### config.mk
export PLATFORM = sky130hd
export DESIGN_NAME = jrx_lane_sync
export DESIGN_NICKNAME = d
export VERILOG_FILES = /design/src/rtl/jrx_pkg.sv /design/src/rtl/jrx_ilas_pos.sv /design/src/rtl/jrx_ilas_check.sv /design/src/rtl/jrx_cfg_store.sv /design/src/rtl/jrx_lane_sync.sv
export SDC_FILE = /design/constraint.sdc
export NUM_CORES = 1
export LEC_CHECK = 0
export BUFFER_PORTS_ARGS = -buffer_cell sky130_fd_sc_hd__buf_2
export CAP_MARGIN = 40
export CORE_ASPECT_RATIO = 1.4
export CORE_MARGIN = 8
export CORE_UTILIZATION = 48
export CTS_BUF_LIST = sky130_fd_sc_hd__clkbuf_4 sky130_fd_sc_hd__clkbuf_8
export DETAILED_ROUTE_END_ITERATION = 16
export PLACE_DENSITY = 0.88
export SYNTH_ARGS = -nofsm -noshare
export SYNTH_HDL_FRONTEND = slang
export SYNTH_HIERARCHICAL = 1
export SYNTH_SLANG_ARGS = --single-unit
export TNS_END_PERCENT = 20
### constraint.sdc
create_clock -name clk -period 2.8 [get_ports clk]
set_input_delay 0.56 -clock clk [delete_from_list [all_inputs] [get_ports clk]]
set_output_delay 0.56 -clock clk [all_outputs]
set_load 0.01 [all_outputs]
### src/rtl/jrx_pkg.sv
package jrx_pkg;

    typedef enum logic [1:0] {
        S_CGS    = 2'd0,
        S_SYNCED = 2'd1,
        S_ILAS   = 2'd2,
        S_DATA   = 2'd3
    } lsync_state_t;

    localparam logic [7:0] CH_COMMA = 8'hBC;
    localparam logic [7:0] CH_MFBEG = 8'h1C;
    localparam logic [7:0] CH_CFGMK = 8'h9C;
    localparam logic [7:0] CH_MFEND = 8'h7C;

endpackage

### src/rtl/jrx_ilas_pos.sv
module jrx_ilas_pos #(
    parameter int WPM = 8,
    parameter int MFS = 4,
    parameter int WW  = $clog2(WPM),
    parameter int MW  = $clog2(MFS)
) (
    input  logic          clk,
    input  logic          rst_n,
    input  logic          clr,
    input  logic          adv,
    output logic [WW-1:0] w,
    output logic [MW-1:0] m,
    output logic          last_word,
    output logic          last_mf
);

    always_ff @(posedge clk or negedge rst_n) begin
        if (!rst_n) begin
            w <= '0;
            m <= '0;
        end else if (clr) begin
            w <= '0;
            m <= '0;
        end else if (adv) begin
            if (w == WW'(WPM - 1)) begin
                w <= '0;
                m <= (m == MW'(MFS - 1)) ? '0 : m + 1'b1;
            end else begin
                w <= w + 1'b1;
            end
        end
    end

    assign last_word = (w == WW'(WPM - 1));
    assign last_mf   = (m == MW'(MFS - 1));

    // the word index never leaves the multiframe
    a_r8_word_in_range: assert property (@(posedge clk) disable iff (!rst_n)
        ({1'b0, w} < (WW + 1)'(WPM)));

    // after a clear the position restarts at the first word
    a_r8_clear_restarts: assert property (@(posedge clk) disable iff (!rst_n)
        clr |=> (w == '0 && m == '0));

endmodule

### src/rtl/jrx_ilas_check.sv
module jrx_ilas_check
    import jrx_pkg::*;
#(
    parameter int WPM = 8,
    parameter int WW  = $clog2(WPM),
    parameter int MW  = 2
) (
    input  logic [31:0]   data,
    input  logic [3:0]    ctl,
    input  logic [3:0]    cerr,
    input  logic [3:0]    derr,
    input  logic [WW-1:0] w,
    input  logic [MW-1:0] m,
    output logic          ok
);

    logic [3:0] oct_ok;

    for (genvar o = 0; o < 4; o++) begin : g_oct
        logic       need_ctl;
        logic [7:0] code;

        always_comb begin
            need_ctl = 1'b0;
            code     = 8'h00;
            if (o == 0 && w == '0) begin
                need_ctl = 1'b1;
                code     = CH_MFBEG;
            end
            if (o == 1 && w == '0 && m == MW'(1)) begin
                need_ctl = 1'b1;
                code     = CH_CFGMK;
            end
            if (o == 3 && w == WW'(WPM - 1)) begin
                need_ctl = 1'b1;
                code     = CH_MFEND;
            end
        end

        assign oct_ok[o] = need_ctl ? (ctl[o] && data[8*o +: 8] == code) : !ctl[o];
    end

    assign ok = (&oct_ok) && !(|cerr) && !(|derr);

endmodule

### src/rtl/jrx_cfg_store.sv
module jrx_cfg_store (
    input  logic         clk,
    input  logic         rst_n,
    input  logic         we,
    input  logic [1:0]   wlo,
    input  logic [31:0]  data,
    output logic [127:0] cfg_flat
);

    always_ff @(posedge clk or negedge rst_n) begin
        if (!rst_n) begin
            cfg_flat <= '0;
        end else if (we) begin
            for (int o = 0; o < 4; o++) begin
                if ({wlo, 2'(o)} >= 4'd2) begin
                    cfg_flat[{wlo, 2'(o), 3'b000} - 7'd16 +: 8] <= data[8*o +: 8];
                end
            end
        end
    end

    // captured parameters change only on a capture cycle
    a_r6_cfg_hold: assert property (@(posedge clk) disable iff (!rst_n)
        !we |=> $stable(cfg_flat));

endmodule

### src/rtl/jrx_lane_sync.sv
module jrx_lane_sync
    import jrx_pkg::*;
#(
    parameter int FRAME_OCTETS   = 2,
    parameter int MF_FRAMES      = 16,
    parameter int ILAS_MFS       = 4,
    parameter int CGS_MIN_OCTETS = 4
) (
    input  logic        clk,
    input  logic        rst_n,
    input  logic        lane_valid,
    input  logic [31:0] lane_data,
    input  logic [3:0]  lane_ctl,
    input  logic [3:0]  lane_cerr,
    input  logic [3:0]  lane_derr,
    output logic        sync_n,
    output logic        lane_aligned,
    output logic [3:0]  somf,
    output logic        link_irq,
    output logic        user_valid,
    output logic [31:0] user_data,
    output logic [31:0] cfg_word0,
    output logic [31:0] cfg_word1,
    output logic [31:0] cfg_word2,
    output logic [31:0] cfg_word3
);

    localparam int MF_OCTETS = FRAME_OCTETS * MF_FRAMES;
    localparam int WPM       = MF_OCTETS / 4;
    localparam int WW        = $clog2(WPM);
    localparam int MW        = $clog2(ILAS_MFS);
    localparam int CGS_WORDS = (CGS_MIN_OCTETS + 3) / 4;
    localparam int CW        = $clog2(CGS_WORDS + 1);

    lsync_state_t   state_q, state_d;
    logic [CW-1:0]  cgs_cnt_q, cgs_cnt_d;
    logic           irq_q, irq_d;
    logic           any_err, kword, chk_ok;
    logic           pos_clr, pos_adv, last_word, last_mf, cfg_we;
    logic [WW-1:0]  w;
    logic [MW-1:0]  m;
    logic [127:0]   cfg_flat;

    assign any_err = |(lane_cerr | lane_derr);

    always_comb begin
        kword = (&lane_ctl) && !any_err;
        for (int o = 0; o < 4; o++) begin
            if (lane_data[8*o +: 8] != CH_COMMA) kword = 1'b0;
        end
    end

    jrx_ilas_check #(.WPM(WPM), .WW(WW), .MW(MW)) u_check (
        .data (lane_data),
        .ctl  (lane_ctl),
        .cerr (lane_cerr),
        .derr (lane_derr),
        .w    (w),
        .m    (m),
        .ok   (chk_ok)
    );

    // next-state logic
    always_comb begin
        state_d   = state_q;
        cgs_cnt_d = cgs_cnt_q;
        irq_d     = 1'b0;
        if (lane_valid) begin
            unique case (state_q)
                S_CGS: begin
                    if (any_err) begin
                        cgs_cnt_d = '0;
                        irq_d     = 1'b1;
                    end else if (kword) begin
                        if (cgs_cnt_q == CW'(CGS_WORDS - 1)) begin
                            state_d   = S_SYNCED;   // T_CGS_DONE
                            cgs_cnt_d = '0;
                        end else begin
                            cgs_cnt_d = cgs_cnt_q + 1'b1;
                        end
                    end else begin
                        cgs_cnt_d = '0;
                    end
                end
                S_SYNCED: begin
                    if (!kword) begin
                        if (chk_ok) begin
                            state_d = S_ILAS;       // T_ILAS_START
                        end else begin
                            state_d = S_CGS;        // T_ILAS_ABORT
                            irq_d   = 1'b1;
                        end
                    end
                end
                S_ILAS: begin
                    if (!chk_ok) begin
                        state_d = S_CGS;            // T_ILAS_ABORT
                        irq_d   = 1'b1;
                    end else if (last_word && last_mf) begin
                        state_d = S_DATA;           // T_ALIGNED
                    end
                end
                S_DATA: begin
                    if (any_err) irq_d = 1'b1;
                end
                default: state_d = S_CGS;
            endcase
        end
    end

    // state register
    always_ff @(posedge clk or negedge rst_n) begin
        if (!rst_n) begin
            state_q   <= S_CGS;
            cgs_cnt_q <= '0;
            irq_q     <= 1'b0;
        end else begin
            state_q   <= state_d;
            cgs_cnt_q <= cgs_cnt_d;
            irq_q     <= irq_d;
        end
    end

    assign pos_clr = (state_d == S_CGS) || (state_d == S_SYNCED);
    assign pos_adv = lane_valid && ((state_d == S_ILAS) || (state_d == S_DATA));

    jrx_ilas_pos #(.WPM(WPM), .MFS(ILAS_MFS), .WW(WW), .MW(MW)) u_pos (
        .clk       (clk),
        .rst_n     (rst_n),
        .clr       (pos_clr),
        .adv       (pos_adv),
        .w         (w),
        .m         (m),
        .last_word (last_word),
        .last_mf   (last_mf)
    );

    assign cfg_we = lane_valid && (state_q == S_ILAS) && chk_ok
                    && (m == MW'(1)) && (int'(w) < 4);

    jrx_cfg_store u_cfg (
        .clk      (clk),
        .rst_n    (rst_n),
        .we       (cfg_we),
        .wlo      (w[1:0]),
        .data     (lane_data),
        .cfg_flat (cfg_flat)
    );

    // outputs
    always_comb begin
        sync_n       = (state_q != S_CGS);
        lane_aligned = (state_q == S_DATA);
        user_valid   = lane_aligned && lane_valid;
        user_data    = lane_data;
        somf         = {3'b000, user_valid && (w == '0)};
        link_irq     = irq_q;
        cfg_word0    = cfg_flat[31:0];
        cfg_word1    = cfg_flat[63:32];
        cfg_word2    = cfg_flat[95:64];
        cfg_word3    = cfg_flat[127:96];
    end

    // sync is released only by a clean comma word
    a_r2_release_on_comma: assert property (@(posedge clk) disable iff (!rst_n)
        $rose(sync_n) |-> $past(lane_valid && kword));

    // an error during code group sync pulses the interrupt and keeps sync low
    a_r3_cgs_error_irq: assert property (@(posedge clk) disable iff (!rst_n)
        (!sync_n && lane_valid && any_err) |=> (link_irq && !sync_n));

    // an illegal alignment word drops the link back to sync request
    a_r5_ilas_abort: assert property (@(posedge clk) disable iff (!rst_n)
        (state_q == S_ILAS && lane_valid && !chk_ok) |=> (!sync_n && link_irq && !lane_aligned));

    // alignment never coexists with a sync request
    a_r7_aligned_synced: assert property (@(posedge clk) disable iff (!rst_n)
        lane_aligned |-> sync_n);

    // marker only in lane position 0 and only on user words
    a_r8_somf_position: assert property (@(posedge clk) disable iff (!rst_n)
        (somf != 4'b0000) |-> (user_valid && somf == 4'b0001));

    // data-phase errors keep alignment
    a_r9_data_err_keeps_align: assert property (@(posedge clk) disable iff (!rst_n)
        (lane_aligned && lane_valid && any_err) |=> (lane_aligned && link_irq));

    // idle cycles change nothing
    a_r10_idle_hold: assert property (@(posedge clk) disable iff (!rst_n)
        !lane_valid |=> ($stable(sync_n) && $stable(lane_aligned) && !link_irq && $stable(cfg_word1)));

endmodule

==> summary.txt <==
Power and ir drop
  – Internal: between 0.003 and 0.004 W
  – Switch Pwr: about 0.00097 W
  – Pwr Total: 0.00403 W
  – Sequential fraction of design power: roughly 50%
  – Power density cells: between 400 and 500 nW/µm²
  – Leakage: ~4.8 nW
  – Switching Share: about 24%
  – Combinational power share: under 10%
  – Maximum VDD drop: ~0.40 mV
  – Clock Power Share: ~45%

Logic synthesis
  – Yosys top cell by area: dfrtp_1
  – Post-synth EDFFs: 0
  – Sequential share of the synthesized area: 48.6%
  – Syn Std Cell Area: roughly 7000 µm²
  – Post-Synthesis Cells: between 500 and 600
  – Top_reg_cell synth: dfrtp_1
  – Synth area leaders: dfrtp_1, mux2_4, a32o_1
  – Synth top area share: approximately 49%
  – Yosys warns: 6
  – Syn Area/Cell: between 10 and 15 µm²
  – Netlist cell types: ~60
  – Seq cells post-synth: 136
  – Async S/R FF share, synth: 100%

CTS
  – CTS tree: yes
  – Clock transition at the registers of the reported paths: ~0.080 ns
  – H-tree depth: 4
  – Worst-Skew Late Latency: 0.45 ns
  – Clk buf depth: 2
  – CTS Root Cell: clkbuf_8
  – CTS sink cnt: 136
  – Cts bufs inserted: 17

Setup path
  – Crit end category: flip-flop
  – Worst-path fanout max: 15
  – CP required: roughly 3.1 ns
  – Slowest CP cell: or3_1
  – WS Path Type: reg -> reg
  – Crit path largest cell delay: approximately 0.41 ns
  – Worst-path cell chain: or3_1 -> o21ai_2 -> nand4_1 -> nor4_4 -> nand2_1 -> nor2_1 -> buf_4 -> and3b_2 -> buf_12 -> mux2_2
  – CP Data Arrival Time: about 3 ns
  – Critical path startpoint category: flip-flop

Detailed routing
  – Routed Antenna Nets: 0
  – Drc violations: 0
  – DR vias/cell: around 5.8
  – WL final: between 20 and 25 mm
  – First-pass DRT Iterations: 5
  – DRT iter0 DRCs: slightly below 500
  – Vias: around 5500
  – Wire per inst: between 20 and 25 µm

Placement
  – Gpl congestion: around 0.84
  – Post-DP HPWL: between 15 and 20 mm
  – Worst slack at placement: -0.165 ns
  – # port buffers: ~210

Layout
  – Ant. Diodes: 0
  – Synth-to-Final Area Change: 25.3%
  – Share of post-route cells with drive strength above 1: between 50% and 60%
  – Most common cell after layout, fill and taps aside: buf_2
  – Most frequent cells in the layout: buf_2, dfrtp_1, buf_4
  – Final net count: between 800 and 900

STA
  – Clock Skew: approximately 0.01 ns
  – Worst-Margin Slew: approximately 0.63 ns
  – Fin. Hold Viols: 0
  – Final worst slack: ~0.13 ns
  – Final count of negative-setup-slack endpoints: 0
  – RSZ-0062 raised after global routing: no
  – Slew Viols, Final: 0
  – Aggregate negative setup slack: 0 ns
  – Tightest hold margin: about 0.43 ns
  – Max Freq: approximately 0.37 GHz
  – Tcrit/Tclk final: 95.3%
  – Max-Slew Margin vs Limit: between 50 and 60%
  – Post-layout min period: 2.67 ns

Floorplan
  – DIE AREA: 18800 µm²
  – Die Wd: about 120 µm
  – Initial core utilization: between 40% and 50%
  – Core ar.: 14400 µm²
  – Die height: ~160 µm
  – Num rows: between 50 and 60
  – I/O pin cnt: roughly 220

Global route
  – Vias in the first global route: ~5700
  – Initial antenna violation count: 0
  – Global-route wire length before repair: roughly 33 mm
  – GRT Total Usage: about 22%
  – Grt total ovfl: 0
  – Largest net degree at the start of global routing: 72

Hold path
  – HP Class: in -> reg

Flow run
  – Max_cap viols: 0

Status
  – Status: complete, no violations
## Yosys cell counts (3+ instances only)
cell type  instances
mux2_2            21
mux2_4            44
buf_4             37
nand4bb_1          4
and4bb_2           4
buf_6              9
a21oi_1            3
nor2_1            13
buf_2             10
inv_1              8
nand4_1            5
and3b_1           36
nor2b_1            4
a32o_1            39
clkbuf_1          10
ha_1              15
a31oi_1            4
nand3_1            4
a22o_1            24
and2b_1            8
buf_1              3
o21ai_0            3
nor3b_1           17
dfrtp_1          136
nor3_1             4
and3_1            19
nand2_1           12
## sequential cells by signal, indices dropped and copies added, names as in the netlist, named ones only
| signal | count |
|---|---|
| u_pos/w | 3 |
| state_q | 1 |
| u_pos/m | 2 |
| link_irq | 1 |
| u_cfg/cfg_flat | 128 |
## what timing repair did
| action | CTS | global route |
|---|---|---|
| setup endpoints to repair | 64 | 108 |
| buffers inserted | 0 | 0 |
| resized for setup | 1 | 6 |
| endpoints found under the hold margin | 25 | 0 |
| hold buffers | 1 | 0 |
| pin swaps | 0 | 2 |
## routing by layer
layer  up-vias  wire length, µm  track usage [%]
li1       2430                -                -
met1      2791             8310             25.1
met2       259            10700             37.8
met3        47             1650             7.59
met4         0              693             9.70
met5         -                0                0
## path summary, 6_finish.rpt
check                      cells after the start                        endpoint                          start  slack (ns)
max                                           10  u_cfg/cfg_flat[49]$_DFFE_PN0P_         u_pos/w[2]$_DFFE_PN0P_        0.13
min in group asynchronous                      2      asynchronous set/reset pin                          rst_n        0.54
max reg2reg                                   10  u_cfg/cfg_flat[49]$_DFFE_PN0P_         u_pos/w[2]$_DFFE_PN0P_        0.13
min                                            3              link_irq$_DFF_PN0_                     lane_valid        0.43
min reg2reg                                    1   u_cfg/cfg_flat[0]$_DFFE_PN0P_  u_cfg/cfg_flat[0]$_DFFE_PN0P_        0.49
max in group asynchronous                      3  u_cfg/cfg_flat[16]$_DFFE_PN0P_                          rst_n        1.55
## critical path, delay by kind of cell, from the launching register on
family          cells  cell delay (ns)
mux                 1             0.35
compound gates      1             0.18
buf+inv             2             0.34
flops               1             0.39
simple gates        6             1.27
## logic make-up after synthesis
| family | Yosys count | synth area share [%] |
|---|---|---|
| AND/OR/NAND/NOR | 155 | 16.4 |
| flip-flops | 136 | 48.6 |
| AO/OA/AOI/OAI | 85 | 11.1 |
| buffers and inverters | 81 | 8.04 |
| multiplexers | 67 | 13.1 |
| adder cells (fa/ha/maj) | 15 | 2.68 |
| other | 1 | 0.0536 |
## power by group through the flow
stage / combinational (W) / clock (W) / sequential (W)
2_1_floorplan: 0.0000954 / 0 / 0.00201
3_3_place_gp: 0.000259 / 0 / 0.00201
3_5_place_dp: 0.000264 / 0 / 0.00201
4_1_cts: 0.000267 / 0.00183 / 0.00197
5_1_grt: 0.000288 / 0.00190 / 0.00197
6_report: 0.000266 / 0.00179 / 0.00197
## through the flow
step / std cells / cell area (µm²) / utilization [%]
6_report: 957 / 8770 / 61.0
5_1_grt: 957 / 8770 / 61.0
3_5_place_dp: 925 / 8290 / 57.7
2_1_floorplan: 542 / 7030 / -
4_1_cts: 957 / 8740 / 60.8
3_3_place_gp: 925 / 8290 / 57.7
## layout make-up
type / count / area (µm²)
fillers: 1102 / 5610
flip-flops and latches: 136 / 3400
multi-input cells: 325 / 3080
repair buffers: 268 / 1580
clock buffers: 18 / 241
well taps: 189 / 236
clock inverters: 13 / 195
inverters: 8 / 30.0
Note: power is estimated with default switching activity, not from simulation.
